<file path="src/rtl/gainarb_pkg.sv">
package gainarb_pkg;
    localparam int GAIN_W = 8;
    localparam int ADDR_W = 3;

    typedef logic [GAIN_W-1:0] gain_t;

    typedef enum logic [ADDR_W-1:0] {
        RA_GAIN_L = 3'd0,
        RA_GAIN_R = 3'd1,
        RA_CTRL   = 3'd2,
        RA_TIMING = 3'd3,
        RA_LIMIT  = 3'd4,
        RA_REF    = 3'd5
    } reg_addr_e;

    typedef enum logic [2:0] {
        SQ_IDLE,
        SQ_MUTE_IN,
        SQ_ON_HOLD,
        SQ_RUN,
        SQ_MUTE_OUT,
        SQ_OFF_HOLD
    } seq_state_e;

    typedef struct packed {
        gain_t timing;
        gain_t limit;
        gain_t ref_lvl;
    } alc_cfg_t;

    localparam gain_t    GAIN_RST    = 8'h88;
    localparam alc_cfg_t CFG_DEFAULT = '{timing: 8'h05, limit: 8'h0A, ref_lvl: 8'hE1};

    function automatic logic is_attn(input gain_t code);
        return ~code[GAIN_W-1];
    endfunction
endpackage

</file>
<file path="src/rtl/gainarb_seq.sv">
module gainarb_seq
    import gainarb_pkg::*;
#(
    parameter int MUTE_CYC = 4
) (
    input  logic clk,
    input  logic rst,
    input  logic req,
    output logic soft_mute,
    output logic alc_on,
    output logic load_start,
    output logic exit_pulse,
    output logic lock
);
    localparam int CW = $clog2(MUTE_CYC) + 1;
    localparam logic [CW-1:0] CNT_LAST = CW'(MUTE_CYC - 1);

    seq_state_e    state;
    logic [CW-1:0] cnt;
    logic          cnt_done;

    assign cnt_done = (cnt == CNT_LAST);

    always_ff @(posedge clk) begin
        if (rst) begin
            state <= SQ_IDLE;
            cnt   <= '0;
        end else begin
            case (state)
                SQ_IDLE: begin
                    cnt <= '0;
                    if (req) state <= SQ_MUTE_IN;
                end
                SQ_MUTE_IN: begin
                    cnt <= cnt + 1'b1;
                    if (cnt_done) begin
                        state <= SQ_ON_HOLD;
                        cnt   <= '0;
                    end
                end
                SQ_ON_HOLD: state <= SQ_RUN;
                SQ_RUN: begin
                    cnt <= '0;
                    if (!req) state <= SQ_MUTE_OUT;
                end
                SQ_MUTE_OUT: begin
                    cnt <= cnt + 1'b1;
                    if (cnt_done) begin
                        state <= SQ_OFF_HOLD;
                        cnt   <= '0;
                    end
                end
                SQ_OFF_HOLD: state <= SQ_IDLE;
                default:     state <= SQ_IDLE;
            endcase
        end
    end

    always_comb begin
        alc_on     = (state == SQ_ON_HOLD) || (state == SQ_RUN) || (state == SQ_MUTE_OUT);
        soft_mute  = (state == SQ_MUTE_IN) || (state == SQ_ON_HOLD) ||
                     (state == SQ_MUTE_OUT) || (state == SQ_OFF_HOLD);
        load_start = (state == SQ_MUTE_IN) && cnt_done;
        exit_pulse = (state == SQ_MUTE_OUT) && cnt_done;
        lock       = (state != SQ_IDLE);
    end

    // mute surrounds every change of the ALC active state
    a_r7_mute_at_entry: assert property (@(posedge clk) disable iff (rst)
        $rose(alc_on) |-> soft_mute);
    a_r7_mute_at_exit: assert property (@(posedge clk) disable iff (rst)
        $fell(alc_on) |-> soft_mute);
    // lock covers the whole active window
    a_r9_lock_while_on: assert property (@(posedge clk) disable iff (rst)
        alc_on |-> lock);
endmodule

</file>
<file path="src/rtl/gainarb_params.sv">
module gainarb_params
    import gainarb_pkg::*;
(
    input  logic     clk,
    input  logic     rst,
    input  logic     wr_en,
    input  logic [ADDR_W-1:0] addr,
    input  gain_t    wdata,
    input  logic     lock,
    output alc_cfg_t cfg
);
    always_ff @(posedge clk) begin
        if (rst) begin
            cfg <= CFG_DEFAULT;
        end else if (wr_en && !lock) begin
            case (reg_addr_e'(addr))
                RA_TIMING: cfg.timing  <= wdata;
                RA_LIMIT:  cfg.limit   <= wdata;
                RA_REF:    cfg.ref_lvl <= wdata;
                default:   ;
            endcase
        end
    end

    // locked writes leave every parameter untouched
    a_r9_locked_write_ignored: assert property (@(posedge clk) disable iff (rst)
        (lock && wr_en) |=> (cfg == $past(cfg)));
endmodule

</file>
<file path="src/rtl/gainarb_chan.sv">
module gainarb_chan
    import gainarb_pkg::*;
(
    input  logic  clk,
    input  logic  rst,
    input  logic  wr_en,
    input  gain_t wdata,
    input  logic  alc_on,
    input  logic  load_start,
    input  gain_t start_val,
    input  logic  alc_vld,
    input  gain_t alc_gain,
    input  logic  exit_pulse,
    input  logic  zc,
    input  logic  tmo,
    output gain_t gain,
    output logic  pend
);
    gain_t act_q;
    gain_t shadow_q;
    logic  pend_q;

    always_ff @(posedge clk) begin
        if (rst) begin
            act_q    <= GAIN_RST;
            shadow_q <= GAIN_RST;
            pend_q   <= 1'b0;
        end else begin
            if (wr_en) shadow_q <= wdata;

            if (load_start) begin
                act_q  <= start_val;
                pend_q <= 1'b0;
            end else if (pend_q) begin
                if (zc || tmo) begin
                    act_q  <= wr_en ? wdata : shadow_q;
                    pend_q <= 1'b0;
                end
            end else if (alc_on) begin
                if (wr_en && is_attn(wdata)) act_q <= wdata;
                else if (alc_vld)            act_q <= alc_gain;
            end else if (wr_en) begin
                act_q <= wdata;
            end

            if (exit_pulse) pend_q <= 1'b1;
        end
    end

    assign gain = act_q;
    assign pend = pend_q;

    // amplification write during ALC does not reach the output
    a_r3_amp_write_held: assert property (@(posedge clk) disable iff (rst)
        (alc_on && wr_en && !is_attn(wdata) && !alc_vld) |=> $stable(act_q));
    // attenuation write during ALC wins over the ALC gain
    a_r4_attn_override: assert property (@(posedge clk) disable iff (rst)
        (alc_on && wr_en && is_attn(wdata)) |=> (act_q == $past(wdata)));
    // while a restore waits, nothing else moves the gain
    a_r8_hold_while_pend: assert property (@(posedge clk) disable iff (rst)
        (pend_q && !zc && !tmo && !load_start) |=> $stable(act_q));
    a_r8_restore_value: assert property (@(posedge clk) disable iff (rst)
        (pend_q && (zc || tmo) && !wr_en && !load_start) |=> (act_q == $past(shadow_q) && !pend_q));
endmodule

</file>
<file path="src/rtl/stereo_gain_arb.sv">
module stereo_gain_arb
    import gainarb_pkg::*;
#(
    parameter int MUTE_CYC = 4
) (
    input  logic       clk,
    input  logic       rst,
    input  logic       host_wr,
    input  logic [2:0] host_addr,
    input  logic [7:0] host_wdata,
    input  logic       alc_pin,
    input  logic [7:0] alc_gain_l,
    input  logic [7:0] alc_gain_r,
    input  logic       alc_gain_vld,
    input  logic       zc_l,
    input  logic       zc_r,
    input  logic       tmo_tick,
    output logic [7:0] gain_l,
    output logic [7:0] gain_r,
    output logic       soft_mute,
    output logic       alc_active,
    output logic       param_lock,
    output logic [1:0] restore_pend,
    output logic [7:0] alc_timing,
    output logic [7:0] alc_limit,
    output logic [7:0] alc_ref
);
    localparam int NCH = 2;

    logic     ctrl_en_q;
    logic     alc_req;
    logic     alc_on, load_start, exit_pulse, lock;
    alc_cfg_t cfg;
    logic     ch_wr  [NCH];
    gain_t    ch_alc [NCH];
    logic     ch_zc  [NCH];
    gain_t    ch_gain[NCH];
    logic     ch_pend[NCH];

    always_ff @(posedge clk) begin
        if (rst)                                            ctrl_en_q <= 1'b0;
        else if (host_wr && reg_addr_e'(host_addr) == RA_CTRL) ctrl_en_q <= host_wdata[0];
    end

    assign alc_req = ctrl_en_q | alc_pin;

    gainarb_seq #(.MUTE_CYC(MUTE_CYC)) seq_i (
        .clk(clk), .rst(rst), .req(alc_req),
        .soft_mute(soft_mute), .alc_on(alc_on),
        .load_start(load_start), .exit_pulse(exit_pulse), .lock(lock)
    );

    gainarb_params params_i (
        .clk(clk), .rst(rst), .wr_en(host_wr), .addr(host_addr),
        .wdata(host_wdata), .lock(lock), .cfg(cfg)
    );

    always_comb begin
        ch_wr[0]  = host_wr && (reg_addr_e'(host_addr) == RA_GAIN_L);
        ch_wr[1]  = host_wr && (reg_addr_e'(host_addr) == RA_GAIN_R);
        ch_alc[0] = alc_gain_l;
        ch_alc[1] = alc_gain_r;
        ch_zc[0]  = zc_l;
        ch_zc[1]  = zc_r;
    end

    for (genvar c = 0; c < NCH; c++) begin : g_chan
        gainarb_chan chan_i (
            .clk(clk), .rst(rst),
            .wr_en(ch_wr[c]), .wdata(host_wdata),
            .alc_on(alc_on), .load_start(load_start), .start_val(ch_gain[0]),
            .alc_vld(alc_gain_vld), .alc_gain(ch_alc[c]),
            .exit_pulse(exit_pulse), .zc(ch_zc[c]), .tmo(tmo_tick),
            .gain(ch_gain[c]), .pend(ch_pend[c])
        );
        assign restore_pend[c] = ch_pend[c];
    end

    assign gain_l     = ch_gain[0];
    assign gain_r     = ch_gain[1];
    assign alc_active = alc_on;
    assign param_lock = lock;
    assign alc_timing = cfg.timing;
    assign alc_limit  = cfg.limit;
    assign alc_ref    = cfg.ref_lvl;

    // both channels start ALC from the same gain
    a_r6_common_start: assert property (@(posedge clk) disable iff (rst)
        $rose(alc_active) |-> (gain_l == gain_r));
    // leaving ALC marks both channels for restore
    a_r8_pend_on_exit: assert property (@(posedge clk) disable iff (rst)
        $fell(alc_active) |-> (restore_pend == 2'b11));
endmodule

</file>
<file path="config.mk">
export PLATFORM = sky130hd
export DESIGN_NAME = stereo_gain_arb
export DESIGN_NICKNAME = d
export VERILOG_FILES = /design/src/rtl/gainarb_pkg.sv /design/src/rtl/gainarb_seq.sv /design/src/rtl/gainarb_params.sv /design/src/rtl/gainarb_chan.sv /design/src/rtl/stereo_gain_arb.sv
export SDC_FILE = /design/constraint.sdc
export NUM_CORES = 1
export LEC_CHECK = 0
export ABC_AREA = 1
export BUFFER_PORTS_ARGS = -buffer_cell sky130_fd_sc_hd__buf_4
export CELL_PAD_IN_SITES_DETAIL_PLACEMENT = 1
export CELL_PAD_IN_SITES_GLOBAL_PLACEMENT = 2
export CORE_MARGIN = 2
export CORE_UTILIZATION = 29
export DETAILED_ROUTE_END_ITERATION = 8
export PLACE_DENSITY = 0.81
export SLEW_MARGIN = 20
export SYNTH_ARGS = -nofsm -noshare
export SYNTH_HDL_FRONTEND = slang
export SYNTH_SLANG_ARGS = --single-unit
</file>
<file path="constraint.sdc">
create_clock -name clk -period 2 [get_ports clk]
set_input_delay 0.6 -clock clk [delete_from_list [all_inputs] [get_ports clk]]
set_output_delay 0.6 -clock clk [all_outputs]
set_load 0.02 [all_outputs]
</file>
==> results.cfg, run 1 <==
[timing]
setup-tns-final_ns = 0
worst_setup_slack_final_ns = 0.1066
drv_slew = 0
finalHoldViolCount = 0
finalWorstPathRequiredPeriod_ns = 1.893
slew_at_the_pin_with_the_worst_max_slew_slack_ns = 0.4281
finClkSkew_ns = 0.008977
tcrit_tclk_final_pct = 94.67
max_slew_margin_pct = 71.46
rsz0062_at_grt = false
final-setup-viol-count = 0
fmax_ghz = 0.5282

[pwr]
irDropWorstVdd_uv = 363.8
p_comb_share_pct = 40.9
switching_share_pct = 39.64
power_switching_mw = 1.959
power_density_relative_to_cell_area_mw_per_mm2 = 1168
power_frac_clock_pct = 26.7
pwr-share-seq_pct = 32.5
cellInternalPower_mw = 2.982
power_leakage_nw = 2.067

[synthesis]
seq_area_frac_synth_pct = 40.44
synth_seq_cells = 65
synthCells = 461
yosysWarningCount = 0
number_of_library_cell_types_mapped_by_synthesis = 35
synth_area_per_cell_um2 = 6.981
number_of_nets_in_the_synthesized_netlist = 497
synth.cell_area_mm2 = 0.003218

[cts]
cts.root.buffer_cell = clkbuf_8
worstSkewPairLatency_ns = 0.35
worst_setup_hold_path_clk_slew_ns = 0.07
ctsHoldBuffers = 0
max-clock-path-buffers = 2
cts_tree = built
cts.sink_count = 65
tritoncts.num_buffers = 9
cts-htree-levels = 3

[worst_hold_path]
min-delay-path-class = flop to flop
worst_hold_startpoint = seq_i.cnt[2]$_SDFFE_PP0P_

[floorplan]
floorplan.core_area_mm2 = 0.01084
initial_util_pct = 29.69
dieArea_mm2 = 0.01196
design.portCount = 80
fp.dieH_um = 109.3
floorplan.rows = 38
die_w_um = 109.3

[run]
timing.max_cap.violations = 0

[critical_path]
critical_path_buf_inv_count = 3
critical_path.cell_chain = inv_4 -> nand2_2 -> nor2_4 -> inv_1 -> o211ai_1 -> buf_4
worst-endpoint-arrival_ns = 1.29
setup.worst_path.start_class = flop
crit_path_start = seq_i.state[2]$_SDFFE_PP0P_
critPathSlowestCell = dfxtp_2
cp-end-kind = output pin
timing.rr.start = seq_i.state[1]$_SDFFE_PP0P_
worstPathMaxFanout = 5
required_ns = 1.40
cpLargestDelayFamily = flip-flops
critPathMaxStageDelay_ns = 0.39
timing_worst_setup_path_type = flop to output pin

[layout]
num-nets-final = 583
most-common-layout-cells = 100 x nand2_1, 97 x buf_4, 62 x dfxtp_1, 57 x nor2_1, 46 x nand3_1
fillerInstances = 1390
area_taken_by_multi_input_logic_gates_mm2 = 0.001560
synthToLayoutAreaGrowth_pct = 31.45
post-route-cell-area_mm2 = 0.004230
final_layout_size_suffix_gt1_share_pct = 27.90
commonest_non_fill_non_tap_cell_in_the_layout = nand2_1
antenna_cells_inserted = 0
regArea_mm2 = 0.001305

[grt]
number_of_antenna_violations_at_the_first_check_in_global_routing = 0
grt_pass1_vias = 3345
maximum_number_of_pins_on_one_net_before_global_route_repair = 32
globalRouteOverflowTotal = 0
grt_pass1_wl_um = 17210
groute.usage.overall_pct = 18.95

[placed_design]
detailed_placer_s_ending_hpwl_um = 7812
placement.cell_area_mm2 = 0.003975
finalWeightedCongestion = 0.7976
detailedPlace.worstSlack_ns = -0.02875
port_buffers = 79

[routing]
count_of_tritonroute_iterations_in_the_first_routing_pass = 4
drc_errors = 0
detail_route.wl_per_cell_um = 15.35
viasPerCell = 4.637
vias = 3209
drtAntennaViolNets = 0
route.final.wire_length_um = 10620
number_of_design_rule_violations_left_by_the_first_detailed_router_iteration = 178

[outcome]
result_of_the_run = completed
[synth_stat cells]
cell	n	area, um^2
nand2_4	2	22.52
nand2_1	100	375.4
dfxtp_1	65	1301
or2_2	2	12.51
nand3b_1	1	7.510
a21oi_1	24	120.1
nor2_2	2	12.51
nor2_1	57	214.0
nand2_2	5	31.28
nand4_2	1	12.51
buf_1	1	3.750
buf_4	3	22.52
inv_1	45	168.9
nor4_1	1	6.260
buf_2	7	35.03
o21ai_0	24	120.1
a21oi_2	6	52.55
buf_6	6	67.56
nor3_1	3	15.01
o21a_1	3	22.52
nor2_4	2	22.52
a211oi_1	2	15.01
nand3_4	2	35.03
or2_0	2	12.51
nand4_1	2	12.51
nand3_2	4	40.04
o21ai_1	14	70.07
o211ai_1	8	60.06
nand3_1	46	230.2
o21bai_1	1	7.510
a31oi_1	1	6.260
or2_1	1	6.260
inv_2	11	41.29
clkbuf_1	6	22.52
ha_1	1	12.51
[power by group through the flow]
stage / registers (mW) / clock network [mW] / logic, mW
after floorplan: 1.73 / 0 / 1.30
after global placement: 1.62 / 0 / 1.97
after detailed placement: 1.62 / 0 / 2.00
after CTS: 1.60 / 1.35 / 2.03
after global routing: 1.62 / 1.41 / 2.30
final: 1.60 / 1.32 / 2.02
[state kept, by name, summed over array words and instances (netlist names)]
| signal | flops |
|---|---|
| ctrl_en_q | 1 |
| g_chan.chan_i.gain | 16 |
| g_chan.chan_i.pend | 2 |
| g_chan.chan_i.shadow_q | 16 |
| params_i.cfg | 24 |
| seq_i.cnt | 3 |
| seq_i.state | 3 |
[area by class of cell]
| class | count | share of cell area, % |
|---|---|---|
| Sequential cell | 65 | 30.85 |
| Multi-Input combinational cell | 317 | 36.88 |
| Tap cell | 140 | 4.141 |
| Clock buffer | 11 | 3.579 |
| Inverter | 56 | 5.028 |
| Clock inverter | 5 | 1.834 |
| Timing Repair Buffer | 98 | 17.69 |
[routing by layer]
metal / part of all wire, % / up-vias / wire length [um] / track usage [%]
met5: 0 / - / 0 / 0
met4: 0.96 / 0 / 102 / 5.154
met3: 4.9 / 8 / 522 / 3.557
met2: 45 / 78 / 4748 / 30.25
met1: 49 / 1475 / 5247 / 26.17
li1: - / 1648 / - / -
[cell families after synthesis]
logic type	synth area share [%]
flops	40.44
simple gates	33.20
buf+inv	11.24
fa+ha+maj	0.3887
compound gates	14.74
[through the flow]
stage                     hold WS [ns]  cells  total power [mW]  util (%)
after global placement          0.4340    674             3.582     36.67
after detailed placement        0.4441    674             3.620     36.67
after global routing            0.4848    692             5.336     39.02
final                           0.4494    692             4.941     39.02
after CTS                       0.4566    691             4.976     38.87
after floorplan                 0.4218    461             3.033         -
[worst paths after layout]
check                                                        endpoint  slack, ns  cells past startpoint
worst min-delay path                        seq_i.cnt[2]$_SDFFE_PP0P_       0.45                      2
worst max register to register  g_chan[0].chan_i.gain[0]$_SDFFE_PP0P_       0.24                     11
worst max-delay path                                        soft_mute       0.11                      6
worst min register to register              seq_i.cnt[2]$_SDFFE_PP0P_       0.45                      2
[what timing repair did]
action | CTS | global route
setup buffers | 1 | 1
resized for setup | 2 | 3
pin swaps | 1 | 0
endpoints found under the setup margin | 2 | 1
[worst min-delay path: cells and delay by family (launching register included)]
family           cells  cell delay (ns)
AND/OR/NAND/NOR      1             0.06
AO/OA/AOI/OAI        1             0.03
flip-flops           1             0.31
Note: power is estimated with default switching activity, not from simulation.
==> inputs of run 2 (changes only) <==
- ABC_AREA: 1 -> 0
- CORE_UTILIZATION: 29 -> 31
- PLACE_DENSITY: 0.81 -> default
- PLACE_DENSITY_LB_ADDON: default -> 0.1
==> run 2 against run 1 <==
The flow now finishes with violations (negative setup slack). Core utilization increased by 5.2 points. Critical path depth decreased by 2. Global-route usage increased by 1.1 points. Wire length increased by 1.5%. Setup slack got worse by 0.15 ns. Clock power decreased by 18%. Sequential cell count unchanged. Critical endpoint unchanged. First-iteration DRC count decreased by 39%.
==> results.cfg, run 2 <==
[floorplan]
floorplan.core_area_mm2 = 0.01014
die_w_um = 105.4
design.portCount = 80
floorplan.rows = 37
initial_util_pct = 31.42
dieArea_mm2 = 0.01110
fp.dieH_um = 105.4

[layout]
finish.utilization_pct = 44.21
finish.cell_count_without_fillers = 617
synthToLayoutAreaGrowth_pct = 40.69
most-common-layout-cells = 116 x buf_4, 62 x dfxtp_1, 42 x nand2_1, 40 x nor2_1, 30 x mux2i_1
area_taken_by_multi_input_logic_gates_mm2 = 0.001760
largest_register_ff_count = 24
fillerInstances = 1219
regArea_mm2 = 0.001308
largest-register = params_i.cfg
num-nets-final = 512
final_layout_size_suffix_gt1_share_pct = 36.17
commonest_non_fill_non_tap_cell_in_the_layout = buf_4
antenna_cells_inserted = 0

[routing]
viasPerCell = 5.039
detail_route.wl_per_cell_um = 17.47
detailroute.wirelength.met3_um = 537
count_of_tritonroute_iterations_in_the_first_routing_pass = 5
vias = 3109
drt-met1-wl_um = 5267
routed-wl-met2_um = 4845
drtAntennaViolNets = 0
drc_errors = 0
number_of_design_rule_violations_left_by_the_first_detailed_router_iteration = 109
route.final.wire_length_um = 10780
route.top_layer_used = met4

[critical_path]
critPathMaxStageDelay_ns = 0.39
timing.rr.start = seq_i.state[0]$_SDFFE_PP0P_
worst-endpoint-arrival_ns = 1.44
crit_path_start = seq_i.state[0]$_SDFFE_PP0P_
setup.worst_path.start_class = flop
timing.critical_path.mode_cell = buf_6
critPathSlowestCell = or3_4
critical_path.reg2reg.endpoint = g_chan[1].chan_i.gain[2]$_SDFFE_PP0P_
worstPathMaxFanout = 2
critical_path.cell_chain = buf_6 -> or3_4 -> and2_4 -> buf_6
reg2reg_slack_ns = 0.09
required_ns = 1.40
rr_worst_depth = 9
timing_worst_setup_path_type = flop to output pin
crit_end = soft_mute
cp-end-kind = output pin

[cts]
cts.sink_count = 65
cts_tree = built
cts.root.buffer_cell = clkbuf_8
ctsHoldBuffers = 0
worstSkewPairLatency_ns = 0.35
worst_setup_hold_path_clk_slew_ns = 0.09
max-clock-path-buffers = 2
tritoncts.num_buffers = 9
cts-htree-levels = 3

[synthesis]
main_flop_type_after_synthesis = dfxtp_1
synthCells = 363
synth_seq_cells = 65
yosys-top-cells-count = 65 x dfxtp_1, 43 x nand2_1, 40 x nor2_1
synth_enable_flop_cells = 0
seq_area_frac_synth_pct = 40.85
synthDominantAreaCellType = dfxtp_1
synthDominantCellAreaShare_pct = 40.85
yosysWarningCount = 0
number_of_nets_in_the_synthesized_netlist = 399
share_of_flip_flops_with_an_asynchronous_set_or_reset_after_synthesis_pct = 0
synth.cell_area_mm2 = 0.003186
number_of_library_cell_types_mapped_by_synthesis = 56
synth_most_common_cell = dfxtp_1
yosys-top-cells-area = dfxtp_1 41%, mux2i_1 9.4%, nand2_1 5.1%, nor2_1 4.7%, a21oi_1 2.8%
synth_area_per_cell_um2 = 8.776

[pwr]
pwr-share-seq_pct = 48.3
switching_share_pct = 28.37
power_frac_clock_pct = 38.8
power_switching_uw = 787.7
irDropWorstVdd_uv = 309.7
power_density_relative_to_cell_area_mw_per_mm2 = 619.5
p_comb_share_pct = 12.8
p_total_mw = 2.776
power_leakage_nw = 1.925
cellInternalPower_mw = 1.989

[placed_design]
post-place-cells = 591
finalWeightedCongestion = 0.8058
port_buffers = 79
detailed_placer_s_ending_hpwl_um = 7944

[worst_hold_path]
min-delay-path-class = flop to flop

[grt]
maximum_number_of_pins_on_one_net_before_global_route_repair = 35
grt_pass1_vias = 3186
globalRouteOverflowTotal = 0
number_of_antenna_violations_at_the_first_check_in_global_routing = 0
groute.usage.overall_pct = 20.07
grt_pass1_wl_um = 17360

[timing]
slew_at_the_pin_with_the_worst_max_slew_slack_ns = 0.4939
worst_setup_slack_final_ns = -0.04385
rsz0062_at_grt = true
drv_slew = 0
setup-tns-final_ns = -0.07111
tcrit_tclk_final_pct = 102.2
max_slew_margin_pct = 67.04
finalWorstPathRequiredPeriod_ns = 2.044
fmax_ghz = 0.4893
finalHoldViolCount = 0
finClkSkew_ns = 0.01385
finalHoldWorstSlack_ns = 0.4688
final-setup-viol-count = 2

[outcome]
failing_checks = negative setup slack
result_of_the_run = finished, violations left

[run]
timing.max_cap.violations = 0
## run 2: changes by cell type after synthesis, sizes merged, moves of 7 or more
cell | before | now
a21oi | 30 | 18
inv | 56 | 13
mux2i | 0 | 30
nand2 | 107 | 43
nand2b | 0 | 12
nand3 | 52 | 3
nor2 | 61 | 41
nor2b | 0 | 9
nor3 | 3 | 12
o2111ai | 0 | 7
o21ai | 38 | 19
## run 2: worst min path at each step
stage | slack [ns] | end | from | depth (start not counted)
global route | 0.50 | g_chan[1].chan_i.shadow_q[0]$_SDFF_PP0_ | g_chan[1].chan_i.shadow_q[0]$_SDFF_PP0_ | 2
CTS | 0.47 | g_chan[1].chan_i.shadow_q[6]$_SDFF_PP0_ | g_chan[1].chan_i.shadow_q[6]$_SDFF_PP0_ | 2
global placement | 0.45 | g_chan[1].chan_i.shadow_q[6]$_SDFF_PP0_ | g_chan[1].chan_i.shadow_q[6]$_SDFF_PP0_ | 2
detailed placement | 0.46 | g_chan[1].chan_i.shadow_q[6]$_SDFF_PP0_ | g_chan[1].chan_i.shadow_q[6]$_SDFF_PP0_ | 2
finish | 0.47 | seq_i.cnt[2]$_SDFFE_PP0P_ | seq_i.cnt[2]$_SDFFE_PP0P_ | 1
floorplan | 0.43 | g_chan[1].chan_i.shadow_q[6]$_SDFF_PP0_ | g_chan[1].chan_i.shadow_q[6]$_SDFF_PP0_ | 2
## run 2: power by group through the flow
stage | logic [mW] | registers [mW] | clock network (mW)
2_1_floorplan | 0.148 | 1.39 | 0
3_3_place_gp | 0.336 | 1.37 | 0
3_5_place_dp | 0.339 | 1.37 | 0
4_1_cts | 0.353 | 1.34 | 1.11
5_1_grt | 0.387 | 1.35 | 1.19
6_report | 0.357 | 1.34 | 1.08
## run 2: kinds of logic (layout without fill, tap and decap cells)
| group | after synthesis | after routing | synth area share, % |
|---|---|---|---|
| compound gates | 86 | 86 | 18.81 |
| fa+ha+maj | 1 | 1 | 0.3927 |
| buf+inv | 38 | 156 | 6.088 |
| flops | 65 | 65 | 40.85 |
| mux | 32 | 32 | 10.13 |
| simple gates | 141 | 141 | 23.72 |
## run 2: cell type report
type,instances,share of cell area (%)
multi-input cells,260,39.28
flip-flops and latches,65,29.17
repair buffers,127,22.53
well taps,136,3.797
clock buffers,10,3.071
inverters,13,1.089
clock inverters,6,1.061
## run 2: timing repair
| action | CTS | global route |
|---|---|---|
| gates cloned | 0 | 1 |
| endpoints found under the hold margin | 0 | 0 |
| gates resized for setup | 17 | 13 |
| pin swaps | 1 | 6 |
| setup endpoints to repair | 3 | 16 |
| buffers inserted | 5 | 4 |
## run 2: stage by stage
| stage | worst slack, ns | cell area [um^2] |
|---|---|---|
| 2_1_floorplan | 0.02487 | 3199 |
| 3_3_place_gp | -0.1230 | 4124 |
| 3_5_place_dp | -0.1427 | 4124 |
| 4_1_cts | -0.06124 | 4400 |
| 5_1_grt | -0.1000 | 4482 |
| 6_report | -0.04385 | 4482 |
## run 2: worst max-delay path: cells and delay by family, from the launching register on
| kind | cells | cell delay, ns |
|---|---|---|
| buf+inv | 2 | 0.23 |
| simple gates | 2 | 0.54 |
| flops | 1 | 0.33 |
## run 2: per-layer routing
layer / up-vias / track usage [%]
met2: 71 / 30.97
met1: 1511 / 27.88
met4: 0 / 5.524
met3: 13 / 4.824
li1: 1514 / -
met5: - / 0
